==> src/rtl/b2i_pkg.sv <==
package b2i_pkg;

   // result of one closed window, valid for one cycle
   typedef struct packed {
      logic done;   // a window boundary was reached
      logic over;   // window sum >= threshold in force for that window
   } win_res_t;

   localparam int unsigned NUM_LVL = 2;   // excessive and degraded
   localparam int unsigned LVL_EXC = 0;
   localparam int unsigned LVL_DEG = 1;

endpackage

==> src/rtl/b2i_window_acc.sv <==
module b2i_window_acc
   import b2i_pkg::*;
#(
   parameter int unsigned ERR_W = 16,
   parameter int unsigned ACC_W = 24,
   parameter int unsigned WIN_W = 16
) (
   input  logic             clk,
   input  logic             rst,
   input  logic             restart,
   input  logic             frame_stb,
   input  logic [ERR_W-1:0] err,
   input  logic [WIN_W-1:0] cfg_winsz,
   input  logic [ACC_W-1:0] cfg_thr,
   output win_res_t         res
);

   localparam logic [ACC_W-1:0] ACC_MAX = '1;
   localparam logic [WIN_W-1:0] ONE_W   = WIN_W'(1);
   localparam int unsigned      PAD_W   = ACC_W + 1 - ERR_W;

   if (ACC_W < ERR_W) begin : g_chk_acc
      $error("b2i_window_acc: ACC_W must be at least ERR_W");
   end
   if (WIN_W < 1) begin : g_chk_win
      $error("b2i_window_acc: WIN_W must be at least 1");
   end

   logic [WIN_W-1:0] winsz_q;
   logic [WIN_W-1:0] idx_q;
   logic [ACC_W-1:0] thr_q;
   logic [ACC_W-1:0] sum_q;
   logic [ACC_W:0]   sum_wide;
   logic [ACC_W-1:0] sum_sat;
   logic             last_frame;

   always_comb begin
      sum_wide   = {1'b0, sum_q} + {{PAD_W{1'b0}}, err};
      sum_sat    = sum_wide[ACC_W] ? ACC_MAX : sum_wide[ACC_W-1:0];
      last_frame = (winsz_q == '0) || (idx_q >= (winsz_q - ONE_W));
   end

   always_ff @(posedge clk) begin
      if (rst || restart) begin
         idx_q   <= '0;
         sum_q   <= '0;
         winsz_q <= cfg_winsz;
         thr_q   <= cfg_thr;
         res     <= '0;
      end else begin
         res.done <= 1'b0;
         res.over <= 1'b0;
         if (frame_stb) begin
            if (last_frame) begin
               res.done <= 1'b1;
               res.over <= (sum_sat >= thr_q);
               idx_q    <= '0;
               sum_q    <= '0;
               winsz_q  <= cfg_winsz;
               thr_q    <= cfg_thr;
            end else begin
               idx_q <= idx_q + ONE_W;
               sum_q <= sum_sat;
            end
         end
      end
   end

   // a window can only close on a frame strobe
   assert_done_after_stb_R2 : assert property (@(posedge clk) disable iff (rst)
      res.done |-> $past(frame_stb));

   // saturated sum never falls when an error frame is added mid-window
   assert_sum_no_wrap_R11 : assert property (@(posedge clk) disable iff (rst || restart)
      (frame_stb && !last_frame) |=> (sum_q >= $past(sum_q)));

endmodule

==> src/rtl/b2i_run_cnt.sv <==
module b2i_run_cnt #(
   parameter int unsigned CNT_W = 8
) (
   input  logic             clk,
   input  logic             rst,
   input  logic             restart,
   input  logic             arm,
   input  logic             step,
   input  logic             qual,
   input  logic [CNT_W-1:0] cfg_nwin,
   output logic             fire
);

   if (CNT_W < 1) begin : g_chk_cnt
      $error("b2i_run_cnt: CNT_W must be at least 1");
   end

   logic [CNT_W-1:0] cnt_q;
   logic [CNT_W-1:0] nwin_q;
   logic [CNT_W:0]   cnt_nxt;
   logic [CNT_W:0]   target;

   always_comb begin
      cnt_nxt = {1'b0, cnt_q} + {{CNT_W{1'b0}}, 1'b1};
      target  = (nwin_q == '0) ? {{CNT_W{1'b0}}, 1'b1} : {1'b0, nwin_q};
      fire    = arm && step && qual && (cnt_nxt >= target);
   end

   always_ff @(posedge clk) begin
      if (rst || restart || !arm) begin
         cnt_q  <= '0;
         nwin_q <= cfg_nwin;
      end else if (step) begin
         nwin_q <= cfg_nwin;
         if (qual && !fire) cnt_q <= cnt_nxt[CNT_W-1:0];
         else               cnt_q <= '0;
      end
   end

   // a non-qualifying window breaks the run
   assert_run_reset_R4 : assert property (@(posedge clk) disable iff (rst)
      (arm && step && !qual) |=> (cnt_q == '0));

endmodule

==> src/rtl/b2i_integrator.sv <==
module b2i_integrator
   import b2i_pkg::*;
#(
   parameter int unsigned ERR_W = 16,
   parameter int unsigned ACC_W = 24,
   parameter int unsigned WIN_W = 16,
   parameter int unsigned CNT_W = 8
) (
   input  logic             clk,
   input  logic             rst,
   input  logic             frame_stb,
   input  logic [ERR_W-1:0] err,
   input  logic [WIN_W-1:0] set_winsz,
   input  logic [CNT_W-1:0] set_nwin,
   input  logic [ACC_W-1:0] set_thr,
   input  logic [WIN_W-1:0] clr_winsz,
   input  logic [CNT_W-1:0] clr_nwin,
   input  logic [ACC_W-1:0] clr_thr,
   output logic             defect,
   output logic             toggle
);

   win_res_t set_res;
   win_res_t clr_res;
   logic     set_fire;
   logic     clr_fire;
   logic     restart;
   logic     defect_q;

   assign restart = set_fire || clr_fire;

   b2i_window_acc #(.ERR_W(ERR_W), .ACC_W(ACC_W), .WIN_W(WIN_W)) u_set_acc (
      .clk(clk), .rst(rst), .restart(restart), .frame_stb(frame_stb), .err(err),
      .cfg_winsz(set_winsz), .cfg_thr(set_thr), .res(set_res)
   );

   b2i_window_acc #(.ERR_W(ERR_W), .ACC_W(ACC_W), .WIN_W(WIN_W)) u_clr_acc (
      .clk(clk), .rst(rst), .restart(restart), .frame_stb(frame_stb), .err(err),
      .cfg_winsz(clr_winsz), .cfg_thr(clr_thr), .res(clr_res)
   );

   b2i_run_cnt #(.CNT_W(CNT_W)) u_set_run (
      .clk(clk), .rst(rst), .restart(restart), .arm(!defect_q),
      .step(set_res.done), .qual(set_res.over), .cfg_nwin(set_nwin), .fire(set_fire)
   );

   b2i_run_cnt #(.CNT_W(CNT_W)) u_clr_run (
      .clk(clk), .rst(rst), .restart(restart), .arm(defect_q),
      .step(clr_res.done), .qual(!clr_res.over), .cfg_nwin(clr_nwin), .fire(clr_fire)
   );

   always_ff @(posedge clk) begin
      if (rst) begin
         defect_q <= 1'b0;
         toggle   <= 1'b0;
      end else begin
         toggle <= restart;
         if (set_fire)      defect_q <= 1'b1;
         else if (clr_fire) defect_q <= 1'b0;
      end
   end

   assign defect = defect_q;

   // declaration only right after a failing declare-side window
   assert_rise_after_window_R3 : assert property (@(posedge clk) disable iff (rst)
      $rose(defect_q) |-> $past(set_res.done && set_res.over));

   // clearing only right after a clean clear-side window
   assert_fall_after_window_R5 : assert property (@(posedge clk) disable iff (rst)
      $fell(defect_q) |-> $past(clr_res.done && !clr_res.over));

endmodule

==> src/rtl/b2_rate_defect_mon.sv <==
module b2_rate_defect_mon
   import b2i_pkg::*;
#(
   parameter int unsigned ERR_W = 16,
   parameter int unsigned ACC_W = 24,
   parameter int unsigned WIN_W = 16,
   parameter int unsigned CNT_W = 8
) (
   input  logic             clk,
   input  logic             rst,
   input  logic             frame_stb,
   input  logic [ERR_W-1:0] b2_err,
   input  logic [WIN_W-1:0] exc_set_winsz,
   input  logic [CNT_W-1:0] exc_set_nwin,
   input  logic [ACC_W-1:0] exc_set_thr,
   input  logic [WIN_W-1:0] exc_clr_winsz,
   input  logic [CNT_W-1:0] exc_clr_nwin,
   input  logic [ACC_W-1:0] exc_clr_thr,
   input  logic [WIN_W-1:0] deg_set_winsz,
   input  logic [CNT_W-1:0] deg_set_nwin,
   input  logic [ACC_W-1:0] deg_set_thr,
   input  logic [WIN_W-1:0] deg_clr_winsz,
   input  logic [CNT_W-1:0] deg_clr_nwin,
   input  logic [ACC_W-1:0] deg_clr_thr,
   input  logic             en_ais,
   input  logic             en_sf,
   input  logic             en_rdi,
   output logic             exc_defect,
   output logic             deg_defect,
   output logic             chg_irq,
   output logic             req_ais,
   output logic             req_sf,
   output logic             req_rdi
);

   if (ERR_W < 1 || ACC_W < ERR_W) begin : g_chk_w
      $error("b2_rate_defect_mon: need 1 <= ERR_W <= ACC_W");
   end

   logic [WIN_W-1:0]   set_winsz_a [NUM_LVL];
   logic [CNT_W-1:0]   set_nwin_a  [NUM_LVL];
   logic [ACC_W-1:0]   set_thr_a   [NUM_LVL];
   logic [WIN_W-1:0]   clr_winsz_a [NUM_LVL];
   logic [CNT_W-1:0]   clr_nwin_a  [NUM_LVL];
   logic [ACC_W-1:0]   clr_thr_a   [NUM_LVL];
   logic [NUM_LVL-1:0] defect_a;
   logic [NUM_LVL-1:0] toggle_a;

   assign set_winsz_a[LVL_EXC] = exc_set_winsz;
   assign set_nwin_a[LVL_EXC]  = exc_set_nwin;
   assign set_thr_a[LVL_EXC]   = exc_set_thr;
   assign clr_winsz_a[LVL_EXC] = exc_clr_winsz;
   assign clr_nwin_a[LVL_EXC]  = exc_clr_nwin;
   assign clr_thr_a[LVL_EXC]   = exc_clr_thr;
   assign set_winsz_a[LVL_DEG] = deg_set_winsz;
   assign set_nwin_a[LVL_DEG]  = deg_set_nwin;
   assign set_thr_a[LVL_DEG]   = deg_set_thr;
   assign clr_winsz_a[LVL_DEG] = deg_clr_winsz;
   assign clr_nwin_a[LVL_DEG]  = deg_clr_nwin;
   assign clr_thr_a[LVL_DEG]   = deg_clr_thr;

   for (genvar g = 0; g < NUM_LVL; g++) begin : g_lvl
      b2i_integrator #(.ERR_W(ERR_W), .ACC_W(ACC_W), .WIN_W(WIN_W), .CNT_W(CNT_W)) u_integ (
         .clk(clk), .rst(rst), .frame_stb(frame_stb), .err(b2_err),
         .set_winsz(set_winsz_a[g]), .set_nwin(set_nwin_a[g]), .set_thr(set_thr_a[g]),
         .clr_winsz(clr_winsz_a[g]), .clr_nwin(clr_nwin_a[g]), .clr_thr(clr_thr_a[g]),
         .defect(defect_a[g]), .toggle(toggle_a[g])
      );
   end

   assign exc_defect = defect_a[LVL_EXC];
   assign deg_defect = defect_a[LVL_DEG];
   assign chg_irq    = |toggle_a;
   assign req_ais    = defect_a[LVL_EXC] & en_ais;
   assign req_sf     = defect_a[LVL_EXC] & en_sf;
   assign req_rdi    = defect_a[LVL_EXC] & en_rdi;

   // interrupt only in the cycle after a defect changed
   assert_irq_on_change_R8 : assert property (@(posedge clk) disable iff (rst)
      chg_irq |-> ((exc_defect != $past(exc_defect)) || (deg_defect != $past(deg_defect))));

   // degraded-side activity never moves the action requests
   assert_req_isolated_R10 : assert property (@(posedge clk) disable iff (rst)
      ($stable(exc_defect) && $stable({en_ais, en_sf, en_rdi})) |-> $stable({req_ais, req_sf, req_rdi}));

endmodule

==> config.mk <==
export PLATFORM = sky130hd
export DESIGN_NAME = b2_rate_defect_mon
export DESIGN_NICKNAME = d
export VERILOG_FILES = /design/src/rtl/b2i_pkg.sv /design/src/rtl/b2i_window_acc.sv /design/src/rtl/b2i_run_cnt.sv /design/src/rtl/b2i_integrator.sv /design/src/rtl/b2_rate_defect_mon.sv
export SDC_FILE = /design/constraint.sdc
export NUM_CORES = 1
export LEC_CHECK = 0
export ABC_CLOCK_PERIOD_IN_PS = 5860
export BUFFER_PORTS_ARGS = -buffer_cell sky130_fd_sc_hd__buf_2
export CAP_MARGIN = 40
export CORE_ASPECT_RATIO = 0.5
export CORE_MARGIN = 1.5
export CORE_UTILIZATION = 56
export DETAILED_ROUTE_END_ITERATION = 7
export PLACE_DENSITY = 0.78
export SYNTH_ARGS = -nofsm -noshare
export SYNTH_HDL_FRONTEND = slang
export SYNTH_SLANG_ARGS = --single-unit
==> constraint.sdc <==
create_clock -name clk -period 5.86 [get_ports clk]
set_input_delay 1.172 -clock clk [delete_from_list [all_inputs] [get_ports clk]]
set_output_delay 1.172 -clock clk [all_outputs]
set_load 0.01 [all_outputs]
==> summary.md <==
| Metric | Value |
|---|---|
| # IOs | 220 |
| # DRC | 0 |
| Count leader, synth | ha_1 |
| Die width | 292 um |
| Die Height | 147 um |
| Share of the synthesized area in the top cell type | 24.7% |
| DR vias | 18645 |
| WL/cell | 16.6 um |
| GRT Overall Usage | 24.7% |
| Total die area | 0.0430 mm2 |
| # clock sinks | 396 |
| Initial antenna violation count | 2 |
| Post-route setup TNS | 0 ns |
| Type of origin of the critical path | input port |
| Final instance area | 0.0263 mm2 |
| Post-Syn Area | 0.0234 mm2 |
| Clock transition at the registers of the reported paths | 0.06 ns |
| Post-synthesis sequential area ratio | 42.2% |
| Worst r2r src | g_lvl[0].u_integ.u_clr_acc.winsz_q[2]$_DFFE_PP_ |
| Status | completed |
| Final net count | 3148 |
| Syn nets | 2920 |
| Dominant synthesized flop cell | dfxtp_1 |
| Resize count post-CTS | 0 |
| RR Endpoint | g_lvl[0].u_integ.u_clr_acc.winsz_q[2]$_DFFE_PP_ |
| Vias in the first global route | 17962 |
| Setup crit end kind | flop |
| Max clock buf depth | 3 |
| Cts hold-fix bufs | 0 |
| PortBufs | 219 |
| Tcrit/Tclk final | 87.7% |
| Post-synth top area cell | edfxtp_1 |
| Post-synth EDFFs | 192 |
| Ys async rst share | 0% |
| Largest net degree at the start of global routing | 62 |
| Avg Inst Size Synth | 9.60 um2 |
| Commonest cells in the netlist | ha_1, nand2_1, nor2_1 |
| Worst Skew | 0.0246 ns |
| Initial Utilization | 57.3% |
| CTS buffer count | 38 |
| Max rail drop VDD | 0.233 mV |
| Hold Crit Start | g_lvl[1].u_integ.u_clr_acc.sum_q[14]$_SDFFE_PP0P_ |
| Final HPWL DP | 40200 um |
| # Post-CTS Setup Buffers | 0 |
| Synth unique cells | 74 |
| Post-synthesis cell count | 2434 |
| Crit path arrival time | 5.57 ns |
| Max Cap Viol | 0 |
| First-pass GRT wire length | 87100 um |
| First-pass DRT Iterations | 7 |
| Final Critical Period | 5.14 ns |
| Clock root buffer | clkbuf_16 |
| Seq cells post-synth | 396 |
| Pre-CTS setup slack | 0.276 ns |
| Later-pin clock latency in the skew report | 0.55 ns |
| Area delta synth->final | 12.7% |
| Max Freq | 195 MHz |
| Final Max Slew Viols | 0 |
| Slew @ Worst Pin | 0.914 ns |
| Core ar. | 0.0408 mm2 |
| Final worst-path setup slack | 0.723 ns |
| Slew headroom | 38.5% |
| H-tree Lvls | 2 |
| Via/cell ratio | 5.77 |
| Ys Warns | 0 |
| RSZ-0062 raised after global routing | false |
| Layout cells sized above 1 | 12.7% |
| Critical path required time | 6.29 ns |
| Critical path class | in -> reg |
| # rows | 52 |
| Area contributors post-synth | edfxtp_1, dfxtp_1, ha_1 |
| Worst-path maximum fanout | 11 |
| Overflow after GRT | 0 |
| Fin. Hold Viols | 0 |
| First DRT Iteration DRCs | 1105 |
| Reg2Reg Setup Slack | 1.18 ns |
| DP Area | 0.0252 mm2 |
| Post-Route WL | 53700 um |
| Hold Path Cell Cnt | 2 |
| Leakage | 0.0117 uW |
| CTS tree | yes |
| R2r worst-path depth | 12 |
| Routability-driven placement congestion ratio | 0.934 |
| Antenna viol nets, final | 0 |
| Final setup vio count | 0 |
| WHS Endpoint | g_lvl[1].u_integ.u_clr_acc.sum_q[14]$_SDFFE_PP0P_ |
| Pwr Density | 262 mW/mm2 |
| Hold Crit Class | reg -> reg |
[metrics by stage]
stage | hold slack, ns | std cells | util (%) | power, uW
after CTS | 0.469 | 3231 | 64.5 | 6930
after detailed placement | 0.461 | 3162 | 61.7 | 4540
final | 0.466 | 3233 | 64.5 | 6890
after global placement | 0.455 | 3158 | 61.6 | 4500
after global routing | 0.487 | 3232 | 64.5 | 7250
after floorplan | 0.429 | 2434 | - | 4160
[layout by cell type (no fill, tap or decap), types with 17 or more instances in the layout]
cell type	n
nor2_1	206
a21oi_1	147
nand2_1	221
inv_1	158
nor2b_1	25
edfxtp_1	192
and3_1	45
a31oi_1	24
a22oi_1	25
clkbuf_16	39
o21a_1	26
dfxtp_1	204
o21ai_0	78
o211ai_1	19
nand2b_1	27
and2_1	17
buf_2	220
nand4_1	39
xor2_1	99
a22o_1	29
nor4_1	20
xnor2_1	84
nand3_1	98
ha_1	268
a211oi_1	19
nor3_1	67
buf_4	25
a21o_1	54
[critical path, stage by stage]
cell      delay, ns
buf_2          0.17
ha_1           0.38
o21ai_0        0.16
a221oi_1       0.40
o31ai_1        0.15
a21o_1         0.19
a21oi_1        0.60
nand3_1        0.48
nand2_1        0.21
ha_1           0.27
a21o_1         0.19
a21oi_1        0.16
nor2b_1        0.06
o211ai_1       0.16
a31oi_1        0.10
o31ai_1        0.29
a21oi_1        0.13
o31a_1         0.28
[how the worst max path moves through the flow]
stage          depth (start not counted)  slack (ns)                                           end       from
2_1_floorplan                         18        0.93  g_lvl[0].u_integ.u_set_acc.res[0]$_SDFF_PP0_  b2_err[0]
3_3_place_gp                          18        0.48  g_lvl[1].u_integ.u_set_acc.res[0]$_SDFF_PP0_  b2_err[9]
3_5_place_dp                          18        0.28  g_lvl[1].u_integ.u_set_acc.res[0]$_SDFF_PP0_  b2_err[9]
4_1_cts                               18        0.80  g_lvl[1].u_integ.u_set_acc.res[0]$_SDFF_PP0_  b2_err[9]
5_1_grt                               18        0.36  g_lvl[1].u_integ.u_set_acc.res[0]$_SDFF_PP0_  b2_err[9]
6_report                              18        0.72  g_lvl[1].u_integ.u_set_acc.res[0]$_SDFF_PP0_  b2_err[9]
[kinds of logic (layout without fill, tap and decap cells)]
kind of cell / Yosys count / count (layout) / share of synthesized area [%]
compound gates: 511 / 511 / 14.5
xor+xnor: 183 / 183 / 6.86
fa+ha+maj: 272 / 272 / 14.7
buf+inv: 217 / 474 / 3.58
flops: 396 / 396 / 42.2
mux: 22 / 22 / 1.01
other cells: 0 / 2 / 0
simple gates: 833 / 833 / 17.2
[cell type report]
type / instances / area, um2
Fill cell: 3310 / 14500
Multi-Input combinational cell: 1821 / 12700
Sequential cell: 396 / 9850
Timing Repair Buffer: 246 / 1310
Clock buffer: 50 / 1040
Tap cell: 540 / 676
Inverter: 159 / 597
Clock inverter: 19 / 124
Antenna cell: 2 / 5.00
[flip-flops by register name (all words and copies together), names as in the netlist, 16 cells and up]
name,cells
g_lvl.u_integ.u_clr_acc.sum_q,48
g_lvl.u_integ.u_clr_acc.thr_q,48
g_lvl.u_integ.u_set_acc.sum_q,48
g_lvl.u_integ.u_set_acc.thr_q,48
g_lvl.u_integ.u_clr_acc.idx_q,32
g_lvl.u_integ.u_clr_acc.winsz_q,32
g_lvl.u_integ.u_set_acc.idx_q,32
g_lvl.u_integ.u_set_acc.winsz_q,32
g_lvl.u_integ.u_clr_run.cnt_q,16
g_lvl.u_integ.u_clr_run.nwin_q,16
g_lvl.u_integ.u_set_run.cnt_q,16
g_lvl.u_integ.u_set_run.nwin_q,16
[metal layers]
| layer | routed length, um | GRT usage [%] |
|---|---|---|
| met1 | 24000 | 32.6 |
| met2 | 25400 | 42.0 |
| met3 | 2980 | 3.85 |
| met4 | 1390 | 7.55 |
| met5 | 0 | 0 |
[where the power goes]
part,leakage (uW),switching [uW],internal [uW],total (uW)
Sequential,0.00355,90.6,3060,3150
Clock,0.000583,1090,1300,2380
Combinational,0.00757,777,587,1360
Total,0.0117,1950,4940,6890
(Power assumes the default switching activity.)
